===== src/rtl/wg_admit_pkg.sv =====
package wg_admit_pkg;
  typedef struct packed {
    logic slots_ok;
    logic vreg_ok;
    logic sreg_ok;
    logic lds_ok;
    logic bar_ok;
  } verdict_t;
endpackage


===== src/rtl/wg_wave_count.sv =====
module wg_wave_count #(
  parameter int DIM_W     = 10,
  parameter int WAVE_SIZE = 64,
  localparam int LOG_WS   = $clog2(WAVE_SIZE),
  localparam int TOT_W    = 3 * DIM_W,
  localparam int WAVE_W   = TOT_W + 1 - LOG_WS
) (
  input  logic [DIM_W-1:0]  dim_x,
  input  logic [DIM_W-1:0]  dim_y,
  input  logic [DIM_W-1:0]  dim_z,
  output logic [WAVE_W-1:0] waves
);
  localparam logic [TOT_W:0] ROUND = (TOT_W+1)'(WAVE_SIZE - 1);
  logic [TOT_W-1:0] items;
  logic [TOT_W:0]   padded;

  // Item count of the workgroup, then ceiling division by a power of two.
  assign items  = TOT_W'(dim_x) * TOT_W'(dim_y) * TOT_W'(dim_z);
  assign padded = {1'b0, items} + ROUND;
  assign waves  = padded[TOT_W:LOG_WS];
endmodule


===== src/rtl/wg_slot_mapper.sv =====
module wg_slot_mapper #(
  parameter int NUM_SIMD = 4,
  parameter int SLOT_W   = 4,
  parameter int WAVE_W   = 25
) (
  input  logic [WAVE_W-1:0]          need,
  input  logic [NUM_SIMD*SLOT_W-1:0] free_slots,
  output logic [NUM_SIMD*SLOT_W-1:0] take,
  output logic [WAVE_W-1:0]          mapped
);
  logic [WAVE_W-1:0] acc [NUM_SIMD+1];
  assign acc[0] = '0;

  // Greedy chain: each SIMD fills from what lower-index SIMDs left over.
  for (genvar i = 0; i < NUM_SIMD; i++) begin : g_simd
    logic [WAVE_W-1:0] left;
    logic [WAVE_W-1:0] slot_ext;
    logic [SLOT_W-1:0] take_i;
    assign left     = need - acc[i];
    assign slot_ext = WAVE_W'(free_slots[i*SLOT_W +: SLOT_W]);
    assign take_i   = (slot_ext < left) ? free_slots[i*SLOT_W +: SLOT_W]
                                        : left[SLOT_W-1:0];
    assign take[i*SLOT_W +: SLOT_W] = take_i;
    assign acc[i+1] = acc[i] + WAVE_W'(take_i);
  end

  assign mapped = acc[NUM_SIMD];
endmodule


===== src/rtl/wg_reg_check.sv =====
module wg_reg_check #(
  parameter int NUM_SIMD = 4,
  parameter int SLOT_W   = 4,
  parameter int DEM_W    = 8,
  parameter int FREE_W   = 12
) (
  input  logic [NUM_SIMD*SLOT_W-1:0] take,
  input  logic [DEM_W-1:0]           per_wave,
  input  logic [NUM_SIMD*FREE_W-1:0] free_regs,
  output logic                       all_ok
);
  localparam int PW = SLOT_W + DEM_W;
  localparam int CW = (PW > FREE_W) ? PW : FREE_W;
  logic [NUM_SIMD-1:0] ok;

  for (genvar i = 0; i < NUM_SIMD; i++) begin : g_simd
    logic [PW-1:0] demand_i;
    assign demand_i = PW'(take[i*SLOT_W +: SLOT_W]) * PW'(per_wave);
    assign ok[i]    = CW'(free_regs[i*FREE_W +: FREE_W]) >= CW'(demand_i);
  end

  assign all_ok = &ok;
endmodule


===== src/rtl/wg_admit_check.sv =====
module wg_admit_check
  import wg_admit_pkg::*;
#(
  parameter int NUM_SIMD  = 4,
  parameter int WAVE_SIZE = 64,
  parameter int DIM_W     = 10,
  parameter int SLOT_W    = 4,
  parameter int VDEM_W    = 8,
  parameter int VREG_W    = 12,
  parameter int SDEM_W    = 7,
  parameter int SREG_W    = 10,
  parameter int LDS_W     = 17,
  localparam int WAVE_W   = 3 * DIM_W + 1 - $clog2(WAVE_SIZE)
) (
  input  logic                       clk,
  input  logic                       rst_n,
  input  logic [DIM_W-1:0]           wg_dim_x,
  input  logic [DIM_W-1:0]           wg_dim_y,
  input  logic [DIM_W-1:0]           wg_dim_z,
  input  logic [VDEM_W-1:0]          vreg_per_wave,
  input  logic [SDEM_W-1:0]          sreg_per_wave,
  input  logic [LDS_W-1:0]           lds_bytes_req,
  input  logic [LDS_W-1:0]           lds_bytes_free,
  input  logic                       barrier_free,
  input  logic [NUM_SIMD*SLOT_W-1:0] simd_free_slots,
  input  logic [NUM_SIMD*VREG_W-1:0] simd_free_vregs,
  input  logic [NUM_SIMD*SREG_W-1:0] simd_free_sregs,
  output logic                       admit,
  output logic [WAVE_W-1:0]          waves_needed,
  output logic [WAVE_W-1:0]          waves_mapped,
  output logic                       blk_vreg,
  output logic                       blk_sreg,
  output logic                       blk_lds,
  output logic                       blk_barrier
);
  // Stage 1: captured request.
  logic [DIM_W-1:0]           dx_q, dy_q, dz_q;
  logic [VDEM_W-1:0]          vdem_q;
  logic [SDEM_W-1:0]          sdem_q;
  logic [LDS_W-1:0]           lreq_q, lfree_q;
  logic                       bar_q;
  logic [NUM_SIMD*SLOT_W-1:0] slots_q;
  logic [NUM_SIMD*VREG_W-1:0] vfree_q;
  logic [NUM_SIMD*SREG_W-1:0] sfree_q;

  always_ff @(posedge clk) begin
    if (!rst_n) begin
      dx_q <= '0; dy_q <= '0; dz_q <= '0;
      vdem_q <= '0; sdem_q <= '0;
      lreq_q <= '0; lfree_q <= '0; bar_q <= 1'b0;
      slots_q <= '0; vfree_q <= '0; sfree_q <= '0;
    end else begin
      dx_q <= wg_dim_x; dy_q <= wg_dim_y; dz_q <= wg_dim_z;
      vdem_q <= vreg_per_wave; sdem_q <= sreg_per_wave;
      lreq_q <= lds_bytes_req; lfree_q <= lds_bytes_free; bar_q <= barrier_free;
      slots_q <= simd_free_slots; vfree_q <= simd_free_vregs; sfree_q <= simd_free_sregs;
    end
  end

  // Combinational decision.
  logic [WAVE_W-1:0]          waves_w, mapped_w;
  logic [NUM_SIMD*SLOT_W-1:0] take_w;
  logic                       vok_w, sok_w;
  verdict_t                   vd;

  wg_wave_count #(.DIM_W(DIM_W), .WAVE_SIZE(WAVE_SIZE)) u_count (
    .dim_x(dx_q), .dim_y(dy_q), .dim_z(dz_q), .waves(waves_w)
  );

  wg_slot_mapper #(.NUM_SIMD(NUM_SIMD), .SLOT_W(SLOT_W), .WAVE_W(WAVE_W)) u_map (
    .need(waves_w), .free_slots(slots_q), .take(take_w), .mapped(mapped_w)
  );

  wg_reg_check #(.NUM_SIMD(NUM_SIMD), .SLOT_W(SLOT_W), .DEM_W(VDEM_W),
                 .FREE_W(VREG_W)) u_vchk (
    .take(take_w), .per_wave(vdem_q), .free_regs(vfree_q), .all_ok(vok_w)
  );

  wg_reg_check #(.NUM_SIMD(NUM_SIMD), .SLOT_W(SLOT_W), .DEM_W(SDEM_W),
                 .FREE_W(SREG_W)) u_schk (
    .take(take_w), .per_wave(sdem_q), .free_regs(sfree_q), .all_ok(sok_w)
  );

  always_comb begin
    vd.slots_ok = (mapped_w == waves_w);
    vd.vreg_ok  = vok_w;
    vd.sreg_ok  = sok_w;
    vd.lds_ok   = (lreq_q <= lfree_q);
    vd.bar_ok   = (waves_w <= WAVE_W'(1)) || bar_q;
  end

  // Stage 2: registered verdict.
  always_ff @(posedge clk) begin
    if (!rst_n) begin
      admit <= 1'b0; waves_needed <= '0; waves_mapped <= '0;
      blk_vreg <= 1'b0; blk_sreg <= 1'b0; blk_lds <= 1'b0; blk_barrier <= 1'b0;
    end else begin
      admit        <= &vd;
      waves_needed <= waves_w;
      waves_mapped <= mapped_w;
      blk_vreg     <= !vd.vreg_ok;
      blk_sreg     <= !vd.sreg_ok;
      blk_lds      <= !vd.lds_ok;
      blk_barrier  <= !vd.bar_ok;
    end
  end

  // Placement from the mapper never outruns the counter's demand.
  assert_map_bound_R3: assert property (@(posedge clk) disable iff (!rst_n)
    mapped_w <= waves_w);

  assert_admit_clean_R8: assert property (@(posedge clk) disable iff (!rst_n)
    admit |-> (!blk_vreg && !blk_sreg && !blk_lds && !blk_barrier
               && waves_mapped == waves_needed));

  assert_lone_wave_R7: assert property (@(posedge clk) disable iff (!rst_n)
    (waves_w <= WAVE_W'(1)) |=> !blk_barrier);

  assert_lds_short_R6: assert property (@(posedge clk) disable iff (!rst_n)
    (lreq_q > lfree_q) |=> (blk_lds && !admit));

  assert_latency_R9: assert property (@(posedge clk) disable iff (!rst_n)
    1'b1 |=> (waves_needed == $past(waves_w)));
endmodule


===== config.mk =====
export PLATFORM = sky130hd
export DESIGN_NAME = wg_admit_check
export DESIGN_NICKNAME = d
export VERILOG_FILES = /design/src/rtl/wg_admit_pkg.sv /design/src/rtl/wg_wave_count.sv /design/src/rtl/wg_slot_mapper.sv /design/src/rtl/wg_reg_check.sv /design/src/rtl/wg_admit_check.sv
export SDC_FILE = /design/constraint.sdc
export NUM_CORES = 2
export LEC_CHECK = 0
export BUFFER_PORTS_ARGS = -buffer_cell sky130_fd_sc_hd__buf_4
export CAP_MARGIN = 20
export CORE_AREA = 5 5 269 218
export CTS_CLUSTER_SIZE = 16
export DETAILED_ROUTE_END_ITERATION = 16
export DIE_AREA = 0 0 274 223
export PLACE_DENSITY = 0.75
export SLEW_MARGIN = 20
export SYNTH_ARGS = -nofsm -noshare
export SYNTH_HDL_FRONTEND = slang
export SYNTH_SLANG_ARGS = --single-unit

===== constraint.sdc =====
create_clock -name clk -period 47.5 [get_ports clk]
set_clock_uncertainty 0.05 [all_clocks]
set_input_delay 0 -clock clk [delete_from_list [all_inputs] [get_ports clk]]
set_output_delay 0 -clock clk [all_outputs]
set_load 0.05 [all_outputs]

# ---- Word-level counts from Yosys, hierarchy flattened
# Index checks and enable logic that the tools add are counted.
dict set report op_classes {
  n_reduce_logical 8
  magnitude_cmp 14
  mux 4
  add_sub_neg 7
  mul 10
  eq_ne 1
}
# cell count
set op_table {}
lappend op_table {{less-than comparator 4 x 25 -> 1 bit} 4}
lappend op_table {{adder 25 x 4 -> 25 bit} 2}
lappend op_table {{subtractor 25 bit} 2}
lappend op_table {{greater-or-equal comparator 12 bit} 4}
lappend op_table {{multiplier 4 x 8 -> 12 bit} 4}
lappend op_table {{greater-or-equal comparator 10 x 11 -> 1 bit} 4}
lappend op_table {{multiplier 4 x 7 -> 11 bit} 4}
lappend op_table {{adder 30 x 6 -> 31 bit, second input constant} 1}
lappend op_table {{multiplier 20 x 10 -> 30 bit} 1}
lappend op_table {{equality test 25 bit} 1}
lappend op_table {{less-or-equal comparator 25 x 1 -> 1 bit, second input constant} 1}
lappend op_table {{subtractor 25 x 4 -> 25 bit} 1}
lappend op_table {{multiplier 10 x 10 -> 20 bit} 1}
lappend op_table {{less-or-equal comparator 17 bit} 1}
lappend op_table {{2-to-1 mux 4 bit} 4}
lappend op_table {{AND reduction 11 bit} 1}
lappend op_table {{AND reduction 4 bit} 2}
lappend op_table {{adder 4 x 4 -> 5 bit} 1}
lappend op_table {{logical NOT 1 bit} 4}
lappend op_table {{logical OR 1 bit} 1}
dict set report word_totals {
  wordCells 62
  output_inout_bits 55
  register_bits 239
  inputBits 186
}

# ---- Depth between registers and ports, before layout
dict set report logic_depth {
  depth_word 20
  ltp_mapped 121
  mapped_depth_nobuf 113
}

# ---- By module
# A second synthesis with hierarchy kept.
dict set report unflattened {
  cells_unflattened 3451
  hier_area_um2 30345.4
}
# module n_inst cells_each seq_area_each_um2 area_per_inst_um2
set by_module_without_submodules {}
lappend by_module_without_submodules {wg_wave_count 1 1176 0.0 10273.6}
lappend by_module_without_submodules {wg_admit_check 1 611 4784.6 7166.9}
lappend by_module_without_submodules {{wg_reg_check (u_vchk)} 1 579 0.0 4725.8}
lappend by_module_without_submodules {{wg_reg_check (u_schk)} 1 501 0.0 4097.7}
lappend by_module_without_submodules {wg_slot_mapper 1 584 0.0 4081.4}

# ---- Worst setup path before layout
# No wires, ideal clock.
dict set report synth_timing {
  path_type {register to register}
  from {reg dy_q[3]}
  to {reg admit}
  setup_time_ps 91
  arrival_ps 25827
  period_less_slack_ps 25968
  n_path_buf 8
  slack_ps 21532
  stages_incl_launch_ff 115
  required_time_ps 47359
  path_cell_list {dfxtp_1 clkbuf_1 nand2_1 fa_1 inv_1 fa_1 inv_1 fa_1 inv_1 fa_1 inv_1 fa_1 inv_1 ha_1 a21boi_0 o21ai_0 a21boi_0 o21ai_0 [... 79 more ...] inv_1 fa_1 ha_1 a21o_1 a21oi_1 o21ai_0 a21oi_1 o21bai_1 a21oi_1 o21bai_1 a21oi_1 xor2_1 ha_1 nand2_1 o21ai_0 nand4_1 or4_1 a311oi_1}
}
dict set report synth_between {
  elab_chain_cells 19
  elab_cells_between_ends 37
  classes_between {add/sub (7); mul (10); order compare (13); eq/ne (1); mux (4); reduce/logical (2)}
}
# element line_no
set synth_lines {}
lappend synth_lines {{start: declaration} wg_admit_check.sv:37} ;# logic [DIM_W-1:0] dx_q, dy_q, dz_q;
lappend synth_lines {{start signal: assignment} wg_admit_check.sv:53} ;# dx_q <= wg_dim_x; dy_q <= wg_dim_y; dz_q <= wg_dim_z;
lappend synth_lines {{multiplier 10 x 10 -> 20 bit (*)} wg_wave_count.sv:18} ;# assign items = TOT_W'(dim_x) * TOT_W'(dim_y) * TOT_W'(dim_z);
lappend synth_lines {{multiplier 20 x 10 -> 30 bit (*)} wg_wave_count.sv:18}
lappend synth_lines {{adder 30 x 6 -> 31 bit (*)} wg_wave_count.sv:19} ;# assign padded = {1'b0, items} + ROUND;
lappend synth_lines {{less-than comparator 4 x 25 -> 1 bit} wg_slot_mapper.sv:21} ;# assign take_i = (slot_ext < left) ? free_slots[i*SLOT_W +: SLOT_W]
lappend synth_lines {{2-to-1 mux 4 bit} wg_slot_mapper.sv:21}
lappend synth_lines {{subtractor 25 x 4 -> 25 bit} wg_slot_mapper.sv:19} ;# assign left = need - acc[i];
lappend synth_lines {{less-than comparator 4 x 25 -> 1 bit} wg_slot_mapper.sv:21}
lappend synth_lines {{2-to-1 mux 4 bit} wg_slot_mapper.sv:21}
lappend synth_lines {{[... 3 more ...]} --}
lappend synth_lines {{2-to-1 mux 4 bit} wg_slot_mapper.sv:21}
lappend synth_lines {{adder 25 x 4 -> 25 bit} wg_slot_mapper.sv:24} ;# assign acc[i+1] = acc[i] + WAVE_W'(take_i);
lappend synth_lines {{subtractor 25 bit} wg_slot_mapper.sv:19}
lappend synth_lines {{less-than comparator 4 x 25 -> 1 bit} wg_slot_mapper.sv:21}
lappend synth_lines {{2-to-1 mux 4 bit} wg_slot_mapper.sv:21}
lappend synth_lines {{multiplier 4 x 8 -> 12 bit, or another cell as far along} wg_reg_check.sv:18} ;# assign demand_i = PW'(take[i*SLOT_W +: SLOT_W]) * PW'(per_wave);
lappend synth_lines {{greater-or-equal comparator 12 bit, or another cell as far along} wg_reg_check.sv:19} ;# assign ok[i] = CW'(free_regs[i*FREE_W +: FREE_W]) >= CW'(demand_i);
lappend synth_lines {{AND reduction 11 bit (*)} wg_admit_check.sv:98} ;# admit <= &vd;
lappend synth_lines {{end signal: assignment} wg_admit_check.sv:98}
lappend synth_lines {{end: declaration} wg_admit_check.sv:28} ;# output logic admit,
# Mark *: on every way between the ends. The rest lies on a longest branch, timed or not.
# A chain may end at the register's enable or synchronous reset.

# ---- Worst setup path in the final report
# Same ends and word-level chain as after synthesis.

==> impl_metrics.env <==
export IMPL_status="finished, final reports clean"
export IMPL_yosysSeqAreaShare=0.158
export IMPL_hpwlAfterDp_mm=55.1
export IMPL_dieArea_um2=61100
export IMPL_drcViolationCount=0
export IMPL_cap_violations=0
export IMPL_clock_sink_count=221
export IMPL_syn_to_final_growth_pct=17.8
export IMPL_max_slew_worst_pin_slew_ns=1.10
export IMPL_io_pins=241
export IMPL_finalCriticalPeriod_ns=29.49
export IMPL_routabilityCongestion=0.953
export IMPL_drive_above_1_share=0.0936
export IMPL_cp_data_arrival_time_ns=29.93
export IMPL_initial_core_util=0.502
export IMPL_portBuffers=222
export IMPL_synthArstFlopShare=0
export IMPL_grt_pass1_wl_mm=121
export IMPL_antenna_found_initial=4
export IMPL_synthesis_area_um2=28100
export IMPL_cts_tree="done"
export IMPL_numCtsBuffers=25
export IMPL_cts_path_max_buffers=3
export IMPL_power_internal_mw=0.667
export IMPL_hold_violations=0
export IMPL_fp_dieW_um=274
export IMPL_routed_wl_mm=74.4
export IMPL_crit_slowest_cell="o21ai_1"
export IMPL_cts_max_level=1
export IMPL_wl_per_cell_um=17.2
export IMPL_crit_path_max_incr_delay_ns=0.75
export IMPL_powerDensity_nw_per_um2=40.6
export IMPL_hold_ws_ns=0.0603
export IMPL_relSlewSlack=0.268
export IMPL_synthCells=3214
export IMPL_combPwrFrac=0.682
export IMPL_path_class="flip-flop to flip-flop"
export IMPL_worst_hold_path_type="input port to flip-flop"
export IMPL_synth_area_per_cell_um2=8.74
export IMPL_setup_tns_ns=0
export IMPL_cts_setup_buffers=0
export IMPL_grt_pass1_vias=23100
export IMPL_grt_max_degree=114
export IMPL_ys_flop_type="dfxtp_1"
export IMPL_clkTransAtPathRegs_ns=0.07
export IMPL_clock_latency_ns=0.58
export IMPL_layout_nets=4435
export IMPL_setup_viol=0
export IMPL_rsz0062_at_grt="no"
export IMPL_max_freq_mhz=33.9
export IMPL_netSwitchingFraction=0.503
export IMPL_synth_edf_count=0
export IMPL_rows=78
export IMPL_drt_iter0_drc=1733
export IMPL_critPathRequiredTime_ns=47.95
export IMPL_seqPwrFrac=0.160
export IMPL_start_kind="flip-flop"
export IMPL_yosys_warnings=0
export IMPL_path_max_fanout=17
export IMPL_vias=22800
export IMPL_via_per_inst=5.27
export IMPL_die_h_um=223
export IMPL_ys_types=88
export IMPL_path_common_cell="fa_1"
export IMPL_pwr_share_clk=0.157
export IMPL_grtUsageTotal=0.242
export IMPL_p_leak_nw=16.7
export IMPL_mostFrequentLayoutCells="inv_1 (471), and2_1 (423), ha_1 (397), nand2_1 (309), fa_1 (304)"
export IMPL_final_antenna_net_count=0
export IMPL_slew_viol_final=0
export IMPL_grt_ovfl_total=0
export IMPL_final_common_cell="inv_1"
export IMPL_power_net_switching_mw=0.676
export IMPL_cts_root_buf="clkbuf_16"
export IMPL_firstDrtPassIters=5
export IMPL_fp_coreArea_um2=55900
export IMPL_peakVddDrop_mv=0.0468
export IMPL_period_share=0.621
export IMPL_synth_seq_cells=221
export IMPL_endpoint_kind="flip-flop"
==> power groups by stage <==
stage               combinational [mW]  clock, mW  sequential, mW
CTS                              0.896      0.215           0.215
detailed placement               0.875          0           0.218
floorplan                        0.627          0           0.235
global route                      1.01      0.222           0.216
global placement                 0.875          0           0.218
finish                           0.916      0.211           0.215
==> layout make-up <==
cell class / instances / area (µm²)
Timing Repair Buffer: 436 / 3730
Clock buffer: 29 / 671
Sequential cell: 221 / 4420
Multi-Input combinational cell: 2392 / 21300
Inverter: 472 / 1770
Antenna cell: 3 / 7.51
Tap cell: 760 / 951
Fill cell: 4662 / 22900
Clock inverter: 17 / 208
==> flip-flops by register name (all words and copies together), names as in the netlist, 7 cells and up <==
name          count
dx_q             10
sfree_q          40
lfree_q          17
dy_q             10
vfree_q          48
sdem_q            7
dz_q             10
vdem_q            8
slots_q          16
waves_mapped      7
lreq_q           17
waves_needed     25
==> critical path, delay by kind of cell, from the launching register on <==
family	cells	cell delay [ns]
AOI/OAI and AO/OA	34	7.60
xor gates and xnor gates	3	0.50
adders and majority gates	23	9.74
buffers and inverters	14	1.29
DFF	1	0.53
muxes	3	1.51
and+or+nand+nor	33	8.16
==> logic make-up (layout without fill, tap and decap cells) <==
family	count (synthesis)	count (layout)	share of synthesized area
adders and majority gates	702	702	0.394
other	1	21	0.000134
DFF	221	221	0.158
buffers and inverters	618	954	0.0864
xor gates and xnor gates	116	116	0.0380
and+or+nand+nor	1078	1078	0.209
muxes	13	13	0.00477
AOI/OAI and AO/OA	465	465	0.110
==> path summary, 6_finish.rpt <==
check          start     endpoint  slack (ns)  cells after the start
max          dy_q[3]        admit       18.01                    110
min            rst_n      dz_q[4]        0.06                      2
max reg2reg  dy_q[3]        admit       18.01                    110
min reg2reg    bar_q  blk_barrier        0.72                      2
==> metal layers <==
layer  global-route usage  up-vias  part of all wire
li1                     -    11000                 -
met1                0.344    10900              0.45
met2                0.369      809              0.43
met3               0.0632      120             0.088
met4               0.0592        2             0.025
met5                    0        -          0.000094
==> through the flow <==
| step | worst slack (ns) | std cells | utilization | total power, mW | instance area (µm²) |
|---|---|---|---|---|---|
| finish | 18.01 | 4330 | 0.591 | 1.34 | 33100 |
| global route | 15.93 | 4330 | 0.591 | 1.44 | 33100 |
| CTS | 17.93 | 4327 | 0.591 | 1.33 | 33100 |
| detailed placement | 18.01 | 4097 | 0.542 | 1.09 | 30300 |
| global placement | 18.37 | 4097 | 0.542 | 1.09 | 30300 |
| floorplan | 21.53 | 3231 | - | 0.862 | 28100 |
==> cell usage after synthesis, drive strengths merged (6+ instances only) <==
| master | instances | share of area |
|---|---|---|
| dfxtp | 221 | 0.16 |
| a21oi | 130 | 0.024 |
| or3 | 9 | 0.0020 |
| o211ai | 25 | 0.0067 |
| nor4 | 11 | 0.0032 |
| mux2i | 10 | 0.0036 |
| a2111oi | 6 | 0.0019 |
| nor3 | 23 | 0.0043 |
| clkbuf | 116 | 0.016 |
| nand2 | 309 | 0.041 |
| ha | 397 | 0.18 |
| a311oi | 10 | 0.0033 |
| fa | 304 | 0.22 |
| xnor2 | 70 | 0.023 |
| buf | 30 | 0.0077 |
| or4 | 7 | 0.0021 |
| nor3b | 13 | 0.0035 |
| nand3 | 29 | 0.0052 |
| a211oi | 25 | 0.0073 |
| nand2b | 44 | 0.0098 |
| nand4 | 21 | 0.0052 |
| a21o | 86 | 0.023 |
| and4 | 8 | 0.0025 |
| and2 | 424 | 0.095 |
| nor2 | 73 | 0.0098 |
| o21bai | 19 | 0.0051 |
| o22ai | 6 | 0.0013 |
| o21a | 12 | 0.0032 |
| and3 | 23 | 0.0051 |
| nand3b | 9 | 0.0024 |
| o21ai | 89 | 0.016 |
| a211o | 6 | 0.0019 |
| nor2b | 60 | 0.013 |
| xor2 | 45 | 0.015 |
| inv | 472 | 0.063 |
| a31oi | 6 | 0.0016 |
| a21boi | 15 | 0.0040 |
==> what timing repair did <==
item                                    in CTS  in global routing
hold buffers                               184                  0
hold endpoints to repair                   184                  0
endpoints found under the setup margin       0                  0
gates resized for setup                      0                  0
Note: power is estimated with default switching activity, not from simulation.
